[src/rtl/extmem_pkg.sv]
package extmem_pkg;

  localparam int TW = 5;

  // per chip select timing record; field order fixes the cfg_bus layout
  typedef struct packed {
    logic          en_diff;
    logic          en_same;
    logic [TW-1:0] idle_len;
    logic [TW-1:0] rd_acc;
    logic [TW-1:0] we_off;
    logic [TW-1:0] we_on;
    logic [TW-1:0] oe_off;
    logic [TW-1:0] oe_on;
    logic [TW-1:0] adv_off;
    logic [TW-1:0] adv_on;
    logic [TW-1:0] cs_off;
    logic [TW-1:0] cs_on;
    logic [TW-1:0] wr_cyc;
    logic [TW-1:0] rd_cyc;
  } cs_cfg_t;

  localparam int CFG_W = $bits(cs_cfg_t);

  typedef enum logic {PH_IDLE, PH_ACC} phase_t;

  // last counter value of an access; zero length treated as one cycle
  function automatic logic [TW-1:0] cycle_last(cs_cfg_t c, logic we);
    logic [TW-1:0] len;
    len = we ? c.wr_cyc : c.rd_cyc;
    return (len == '0) ? '0 : len - 1'b1;
  endfunction

  function automatic logic in_window(logic [TW-1:0] cnt, logic [TW-1:0] on,
                                     logic [TW-1:0] off);
    return (cnt >= on) && (cnt < off);
  endfunction

  function automatic logic [TW-1:0] sample_point(cs_cfg_t c);
    logic [TW-1:0] last;
    last = cycle_last(c, 1'b0);
    return (c.rd_acc > last) ? last : c.rd_acc;
  endfunction

  function automatic logic [TW-1:0] gap_need(cs_cfg_t c, logic same);
    logic en;
    en = same ? c.en_same : c.en_diff;
    return en ? c.idle_len : '0;
  endfunction

endpackage

[src/rtl/extmem_cfg_select.sv]
module extmem_cfg_select
  import extmem_pkg::*;
#(
  parameter int NCS = 8,
  localparam int CSW = $clog2(NCS)
) (
  input  logic [NCS*CFG_W-1:0] cfg_bus,
  input  logic [CSW-1:0]       sel,
  output cs_cfg_t              cfg
);

  cs_cfg_t recs [NCS];

  for (genvar gi = 0; gi < NCS; gi++) begin : g_unpack
    assign recs[gi] = cs_cfg_t'(cfg_bus[gi*CFG_W +: CFG_W]);
  end

  assign cfg = recs[sel];

endmodule

[src/rtl/extmem_line_decode.sv]
module extmem_line_decode
  import extmem_pkg::*;
#(
  parameter int NCS = 8,
  parameter int BW  = 2,
  localparam int CSW = $clog2(NCS)
) (
  input  logic           active,
  input  logic [TW-1:0]  cnt,
  input  cs_cfg_t        cfg,
  input  logic [CSW-1:0] cs,
  input  logic           we,
  input  logic [BW-1:0]  be,
  output logic [NCS-1:0] cs_n,
  output logic           adv_n,
  output logic           oe_n,
  output logic           we_n,
  output logic [BW-1:0]  be_n
);

  logic cs_win;
  assign cs_win = active && in_window(cnt, cfg.cs_on, cfg.cs_off);

  for (genvar gi = 0; gi < NCS; gi++) begin : g_cs
    assign cs_n[gi] = !(cs_win && (cs == CSW'(gi)));
  end

  assign adv_n = !(active && in_window(cnt, cfg.adv_on, cfg.adv_off));
  assign oe_n  = !(active && !we && in_window(cnt, cfg.oe_on, cfg.oe_off));
  assign we_n  = !(active && we && in_window(cnt, cfg.we_on, cfg.we_off));
  assign be_n  = active ? ~be : {BW{1'b1}};

endmodule

[src/rtl/extmem_seq.sv]
module extmem_seq
  import extmem_pkg::*;
#(
  parameter int NCS = 8,
  parameter int AW  = 10,
  parameter int DW  = 16,
  localparam int CSW = $clog2(NCS),
  localparam int BW  = DW / 8
) (
  input  logic           clk,
  input  logic           rst_n,
  input  logic           req_valid,
  output logic           req_ready,
  input  logic [CSW-1:0] req_cs,
  input  logic           req_we,
  input  logic [AW-1:0]  req_addr,
  input  logic [DW-1:0]  req_wdata,
  input  logic [BW-1:0]  req_be,
  input  cs_cfg_t        cur_cfg,
  output phase_t         st_q,
  output logic [TW-1:0]  cnt_q,
  output logic [CSW-1:0] cs_q,
  output logic           we_q,
  output phase_t         st_d,
  output logic [TW-1:0]  cnt_d,
  output logic [CSW-1:0] cs_d,
  output logic           we_d,
  output logic [AW-1:0]  addr_d,
  output logic [DW-1:0]  wdata_d,
  output logic [BW-1:0]  be_d,
  output logic           launch,
  output logic           acc_last
);

  logic [AW-1:0]  addr_q;
  logic [DW-1:0]  wdata_q;
  logic [BW-1:0]  be_q;
  logic [TW-1:0]  quiet_q, quiet_d;

  logic           pend_valid;
  logic [CSW-1:0] pend_cs;
  logic           pend_we;
  logic [AW-1:0]  pend_addr;
  logic [DW-1:0]  pend_wdata;
  logic [BW-1:0]  pend_be;

  logic [TW-1:0]  need;
  logic           accept;

  assign acc_last  = (st_q == PH_ACC) && (cnt_q == cycle_last(cur_cfg, we_q));
  assign need      = gap_need(cur_cfg, pend_cs == cs_q);
  assign launch    = pend_valid &&
                     (((st_q == PH_ACC) && acc_last && (need == '0)) ||
                      ((st_q == PH_IDLE) && (quiet_q >= need)));
  assign req_ready = !pend_valid || launch;
  assign accept    = req_valid && req_ready;

  always_comb begin
    st_d    = st_q;
    cnt_d   = cnt_q;
    cs_d    = cs_q;
    we_d    = we_q;
    addr_d  = addr_q;
    wdata_d = wdata_q;
    be_d    = be_q;
    quiet_d = quiet_q;
    if (launch) begin
      st_d    = PH_ACC;
      cnt_d   = '0;
      cs_d    = pend_cs;
      we_d    = pend_we;
      addr_d  = pend_addr;
      wdata_d = pend_wdata;
      be_d    = pend_be;
    end else if (st_q == PH_ACC) begin
      if (acc_last) begin
        st_d    = PH_IDLE;
        quiet_d = TW'(1);
      end else begin
        cnt_d = cnt_q + 1'b1;
      end
    end else if (quiet_q != {TW{1'b1}}) begin
      quiet_d = quiet_q + 1'b1;
    end
  end

  always_ff @(posedge clk or negedge rst_n) begin
    if (!rst_n) begin
      st_q    <= PH_IDLE;
      cnt_q   <= '0;
      cs_q    <= '0;
      we_q    <= 1'b0;
      addr_q  <= '0;
      wdata_q <= '0;
      be_q    <= '0;
      quiet_q <= {TW{1'b1}};
    end else begin
      st_q    <= st_d;
      cnt_q   <= cnt_d;
      cs_q    <= cs_d;
      we_q    <= we_d;
      addr_q  <= addr_d;
      wdata_q <= wdata_d;
      be_q    <= be_d;
      quiet_q <= quiet_d;
    end
  end

  always_ff @(posedge clk or negedge rst_n) begin
    if (!rst_n) begin
      pend_valid <= 1'b0;
      pend_cs    <= '0;
      pend_we    <= 1'b0;
      pend_addr  <= '0;
      pend_wdata <= '0;
      pend_be    <= '0;
    end else if (accept) begin
      pend_valid <= 1'b1;
      pend_cs    <= req_cs;
      pend_we    <= req_we;
      pend_addr  <= req_addr;
      pend_wdata <= req_wdata;
      pend_be    <= req_be;
    end else if (launch) begin
      pend_valid <= 1'b0;
    end
  end

  // every access start is fed from the holding slot
  assert_start_from_slot_R8: assert property (@(posedge clk) disable iff (!rst_n)
    (st_q == PH_ACC && cnt_q == '0) |-> $past(pend_valid));

endmodule

[src/rtl/extmem_timing_gen.sv]
module extmem_timing_gen
  import extmem_pkg::*;
#(
  parameter int NCS = 8,
  parameter int AW  = 10,
  parameter int DW  = 16,
  localparam int CSW = $clog2(NCS),
  localparam int BW  = DW / 8
) (
  input  logic                 clk,
  input  logic                 rst_n,
  input  logic [NCS*CFG_W-1:0] cfg_bus,
  input  logic                 req_valid,
  output logic                 req_ready,
  input  logic [CSW-1:0]       req_cs,
  input  logic                 req_we,
  input  logic [AW-1:0]        req_addr,
  input  logic [DW-1:0]        req_wdata,
  input  logic [BW-1:0]        req_be,
  output logic [NCS-1:0]       mem_cs_n,
  output logic                 mem_adv_n,
  output logic                 mem_oe_n,
  output logic                 mem_we_n,
  output logic [BW-1:0]        mem_be_n,
  output logic [AW-1:0]        mem_addr,
  output logic [DW-1:0]        mem_dout,
  output logic                 mem_doe,
  input  logic [DW-1:0]        mem_din,
  output logic                 rd_valid,
  output logic [DW-1:0]        rd_data
);

  phase_t         st_q, st_d;
  logic [TW-1:0]  cnt_q, cnt_d;
  logic [CSW-1:0] cs_q, cs_d;
  logic           we_q, we_d;
  logic [AW-1:0]  addr_d;
  logic [DW-1:0]  wdata_d;
  logic [BW-1:0]  be_d;
  logic           launch, acc_last;
  cs_cfg_t        cur_cfg, nxt_cfg;

  logic [NCS-1:0] dec_cs_n;
  logic           dec_adv_n, dec_oe_n, dec_we_n;
  logic [BW-1:0]  dec_be_n;
  logic           sample_now;

  extmem_cfg_select #(.NCS(NCS)) u_cur_cfg (
    .cfg_bus(cfg_bus), .sel(cs_q), .cfg(cur_cfg));

  extmem_cfg_select #(.NCS(NCS)) u_nxt_cfg (
    .cfg_bus(cfg_bus), .sel(cs_d), .cfg(nxt_cfg));

  extmem_seq #(.NCS(NCS), .AW(AW), .DW(DW)) u_seq (
    .clk(clk), .rst_n(rst_n),
    .req_valid(req_valid), .req_ready(req_ready), .req_cs(req_cs),
    .req_we(req_we), .req_addr(req_addr), .req_wdata(req_wdata),
    .req_be(req_be), .cur_cfg(cur_cfg),
    .st_q(st_q), .cnt_q(cnt_q), .cs_q(cs_q), .we_q(we_q),
    .st_d(st_d), .cnt_d(cnt_d), .cs_d(cs_d), .we_d(we_d),
    .addr_d(addr_d), .wdata_d(wdata_d), .be_d(be_d),
    .launch(launch), .acc_last(acc_last));

  // decode the coming state so pins leave flops with no decode glitch
  extmem_line_decode #(.NCS(NCS), .BW(BW)) u_dec (
    .active(st_d == PH_ACC), .cnt(cnt_d), .cfg(nxt_cfg), .cs(cs_d),
    .we(we_d), .be(be_d),
    .cs_n(dec_cs_n), .adv_n(dec_adv_n), .oe_n(dec_oe_n), .we_n(dec_we_n),
    .be_n(dec_be_n));

  always_ff @(posedge clk or negedge rst_n) begin
    if (!rst_n) begin
      mem_cs_n  <= {NCS{1'b1}};
      mem_adv_n <= 1'b1;
      mem_oe_n  <= 1'b1;
      mem_we_n  <= 1'b1;
      mem_be_n  <= {BW{1'b1}};
      mem_addr  <= '0;
      mem_dout  <= '0;
      mem_doe   <= 1'b0;
    end else begin
      mem_cs_n  <= dec_cs_n;
      mem_adv_n <= dec_adv_n;
      mem_oe_n  <= dec_oe_n;
      mem_we_n  <= dec_we_n;
      mem_be_n  <= dec_be_n;
      mem_addr  <= addr_d;
      mem_dout  <= wdata_d;
      mem_doe   <= (st_d == PH_ACC) && we_d;
    end
  end

  assign sample_now = (st_q == PH_ACC) && !we_q && (cnt_q == sample_point(cur_cfg));

  always_ff @(posedge clk or negedge rst_n) begin
    if (!rst_n) begin
      rd_valid <= 1'b0;
      rd_data  <= '0;
    end else begin
      rd_valid <= sample_now;
      if (sample_now) rd_data <= mem_din;
    end
  end

  // pins inactive whenever no access is running
  assert_idle_pins_R4: assert property (@(posedge clk) disable iff (!rst_n)
    (st_q == PH_IDLE) |-> (&mem_cs_n && mem_adv_n && mem_oe_n && mem_we_n && &mem_be_n));

  // address and byte enables hold through an access
  assert_addr_hold_R3: assert property (@(posedge clk) disable iff (!rst_n)
    (st_q == PH_ACC && cnt_q != '0) |-> ($stable(mem_addr) && $stable(mem_be_n)));

  // output enable and write enable never low together
  assert_oe_we_excl_R2: assert property (@(posedge clk) disable iff (!rst_n)
    (mem_oe_n || mem_we_n));

  // at most one chip select pin low
  assert_one_select_R9: assert property (@(posedge clk) disable iff (!rst_n)
    $onehot0(~mem_cs_n));

  // a return pulse follows a read cycle
  assert_rvalid_after_read_R7: assert property (@(posedge clk) disable iff (!rst_n)
    rd_valid |-> $past(st_q == PH_ACC && !we_q));

endmodule

[config.mk]
export PLATFORM = sky130hd
export DESIGN_NAME = extmem_timing_gen
export DESIGN_NICKNAME = d
export VERILOG_FILES = /design/src/rtl/extmem_pkg.sv /design/src/rtl/extmem_cfg_select.sv /design/src/rtl/extmem_line_decode.sv /design/src/rtl/extmem_seq.sv /design/src/rtl/extmem_timing_gen.sv
export SDC_FILE = /design/constraint.sdc
export NUM_CORES = 1
export LEC_CHECK = 0
export BUFFER_PORTS_ARGS = -buffer_cell sky130_fd_sc_hd__buf_4
export CORE_AREA = 3 3 233 235
export DETAILED_ROUTE_END_ITERATION = 6
export DIE_AREA = 0 0 236 238
export GPL_ROUTABILITY_DRIVEN = 0
export PLACE_DENSITY = 0.64
export SYNTH_ARGS = -nofsm -noshare
export SYNTH_HDL_FRONTEND = slang
export SYNTH_HIERARCHICAL = 1
export SYNTH_SLANG_ARGS = --single-unit
[constraint.sdc]
create_clock -name clk -period 6.1 [get_ports clk]
set_clock_uncertainty 0.05 [all_clocks]
set_input_delay 0.61 -clock clk [delete_from_list [all_inputs] [get_ports clk]]
set_output_delay 0.61 -clock clk [all_outputs]
set_load 0.05 [all_outputs]
==> flow_summary.json <==
{
  "cts_htree_levels": 4,
  "timing.fmax_ghz": 0.171,
  "slew_headroom_pct": 43.2,
  "tns_ns": 0,
  "drv_slew": 0,
  "drive_gt1_share_pct": 68.7,
  "antenna_found_initial": 28,
  "cp_data_required_time_ns": 6.40,
  "drc": 0,
  "register_area_sq_mm": 0.00336,
  "yosysWarnings": 6,
  "cp.buffers_inverters": 4,
  "track_usage_pct": 16.5,
  "syn_nets": 1403,
  "die-height_um": 238,
  "slowest_delay_ns": 0.66,
  "vdd_drop_max_uv": 439,
  "grt_pass1_wl_mm": 68.0,
  "power_leakage_nw": 7.97,
  "vias": 9800,
  "multi_input_comb_area_sq_mm": 0.00715,
  "powerDensity_mw_per_mm2": 623,
  "final_cells": 2124,
  "drt_wl_total_mm": 49.5,
  "final_common_cell": "buf_4",
  "cts_tree": "built",
  "rows": 84,
  "grt-ovfl-total": 0,
  "core_area_sq_mm": 0.0524,
  "outcome": "finished clean",
  "avgSynthCellArea_sq_um": 13.8,
  "crit_family": "multiplexers",
  "post-dp-hpwl_mm": 41.5,
  "rsz0062_at_grt": "false",
  "clock_sinks": 133,
  "cp_slowest_cell": "or4bb_2",
  "dr.pass1.iters": 5,
  "final_cell_mix": "buf_4, dfrtp_1, mux4_2",
  "fin_crit_sh_pct": 96.1,
  "grt_pass1_vias": 10500,
  "dieArea_sq_mm": 0.0562,
  "post-place-ws_ns": 0.0431,
  "dpl_cell_area_sq_mm": 0.0163,
  "start_kind": "register",
  "clkTransAtPathRegs_ns": 0.06,
  "io_buffers": 604,
  "cp_common_cell": "mux2_4",
  "drt_iter0_markers": 482,
  "routedWlPerCell_um": 23.3,
  "fillCellCount": 5251,
  "grt_max_degree": 71,
  "worstSetupPathType": "reg2reg",
  "die_x_um": 236,
  "detail-route-antenna-nets": 0,
  "period_minus_slack_ns": 5.86,
  "syn_area_sq_mm": 0.0111,
  "area_growth_pct": 53.0,
  "start_util_pct": 21.1,
  "numCtsBuffers": 17,
  "syn_inst": 805,
  "worstPathCellList": "buf_12, mux4_2, mux2_4, mux2i_2, ha_2, or4bb_2, nand4_1, o22ai_1, o211a_1, a31oi_4, inv_2, mux2_4, buf_12, mux4_2, mux2_4, inv_1, ha_1, a21o_1, a31oi_1, o21ai_2, nand3_1",
  "fin_ws_ns": 0.238,
  "hold_class": "in2async",
  "fin_nets": 2005,
  "cts_root_buf": "clkbuf_16",
  "drt-vias-per-instance": 4.61,
  "ios": 605,
  "critPathMaxFanout": 28,
  "reg2reg_slack_ns": 0.24,
  "arrival_ns": 6.17,
  "worst_pin_slew_ns": 0.849,
  "postLayoutCellArea_sq_mm": 0.0170,
  "clkLatencyLatePin_ns": 0.43,
  "dp_cells": 2071,
  "clock_path_buffers": 2,
  "hold_viol_final": 0,
  "worstSetupEndpointType": "register",
  "setup_viol": 0,
  "maxCapViolCount": 0
}
[final cells by class]
class / instances / share of cell area (%)
timing repair buffer: 640 / 28.7
inverter: 47 / 1.04
multi-input combinational: 568 / 42.2
tap: 688 / 5.07
sequential: 133 / 19.8
clock inverter: 8 / 0.324
antenna: 16 / 0.236
clock buffer: 24 / 2.72
[worst register-to-register path, cell delays in order, from the launching register on]
cell and delay, ns:
dfrtp_2 0.42, buf_12 0.19, mux4_2 0.52, mux2_4 0.33
mux2i_2 0.22, ha_2 0.26, or4bb_2 0.66, nand4_1 0.13
o22ai_1 0.09, o211a_1 0.29, a31oi_4 0.29, inv_2 0.18
mux2_4 0.45, buf_12 0.23, mux4_2 0.29, mux2_4 0.27
inv_1 0.06, ha_1 0.24, a21o_1 0.16, a31oi_1 0.19
o21ai_2 0.16, nand3_1 0.12
[where the power goes]
part / total [mW] / switching [mW] / internal [mW]
logic: 7.99 / 4.03 / 3.95
clock network: 0.915 / 0.387 / 0.528
registers: 1.67 / 0.317 / 1.36
[path summary, 6_finish.rpt]
check,startpoint,end,depth (start not counted)
setup reg to reg,u_seq/cs_q[0],mem_cs_n[2],21
hold reg to reg,u_seq/wdata_q[10],u_seq/wdata_q[10],1
hold / removal,rst_n,u_seq/pend_wdata[10],1
setup / recovery,u_seq/cs_q[0],mem_cs_n[2],21
min in group clk,mem_din[6],rd_data[6],2
max in group asynchronous,rst_n,u_seq/cs_q[2],2
[routing by layer]
layer,track usage [%],part of all wire [%],vias to the layer above
li1,-,-,4373
met1,19.2,38,4863
met2,27.2,49,472
met3,5.99,8.5,78
met4,7.69,3.7,14
met5,0,0.15,-
[repair_timing]
| action | in CTS | in global routing |
|---|---|---|
| setup buffers | 0 | 2 |
| setup endpoints to repair | 0 | 11 |
| hold endpoints to repair | 0 | 0 |
| gates resized for setup | 0 | 7 |
| hold buffers | 0 | 0 |
[sequential cells by signal, summed over array words and instances, names as in the netlist, 2 cells and up]
| name | cells |
|---|---|
| u_seq/cs_q | 3 |
| mem_dout | 16 |
| u_seq/pend_cs | 3 |
| u_seq/pend_addr | 10 |
| u_seq/cnt_q | 5 |
| u_seq/quiet_q | 5 |
| mem_cs_n | 8 |
| u_seq/wdata_q | 16 |
| rd_data | 16 |
| mem_be_n | 2 |
| u_seq/be_q | 2 |
| mem_addr | 10 |
| u_seq/addr_q | 10 |
| u_seq/pend_be | 2 |
| u_seq/pend_wdata | 16 |
[through the flow]
stage | utilization [%] | hold WS (ns) | power [mW]
3_3_place_gp | 31.1 | 0.424 | 9.32
4_1_cts | 32.1 | 0.125 | 10.5
5_1_grt | 32.3 | 0.157 | 11.4
2_1_floorplan | - | 0.264 | 7.66
6_report | 32.4 | 0.129 | 10.6
3_5_place_dp | 31.1 | 0.432 | 9.53
Power figures use the tool's default switching activity.
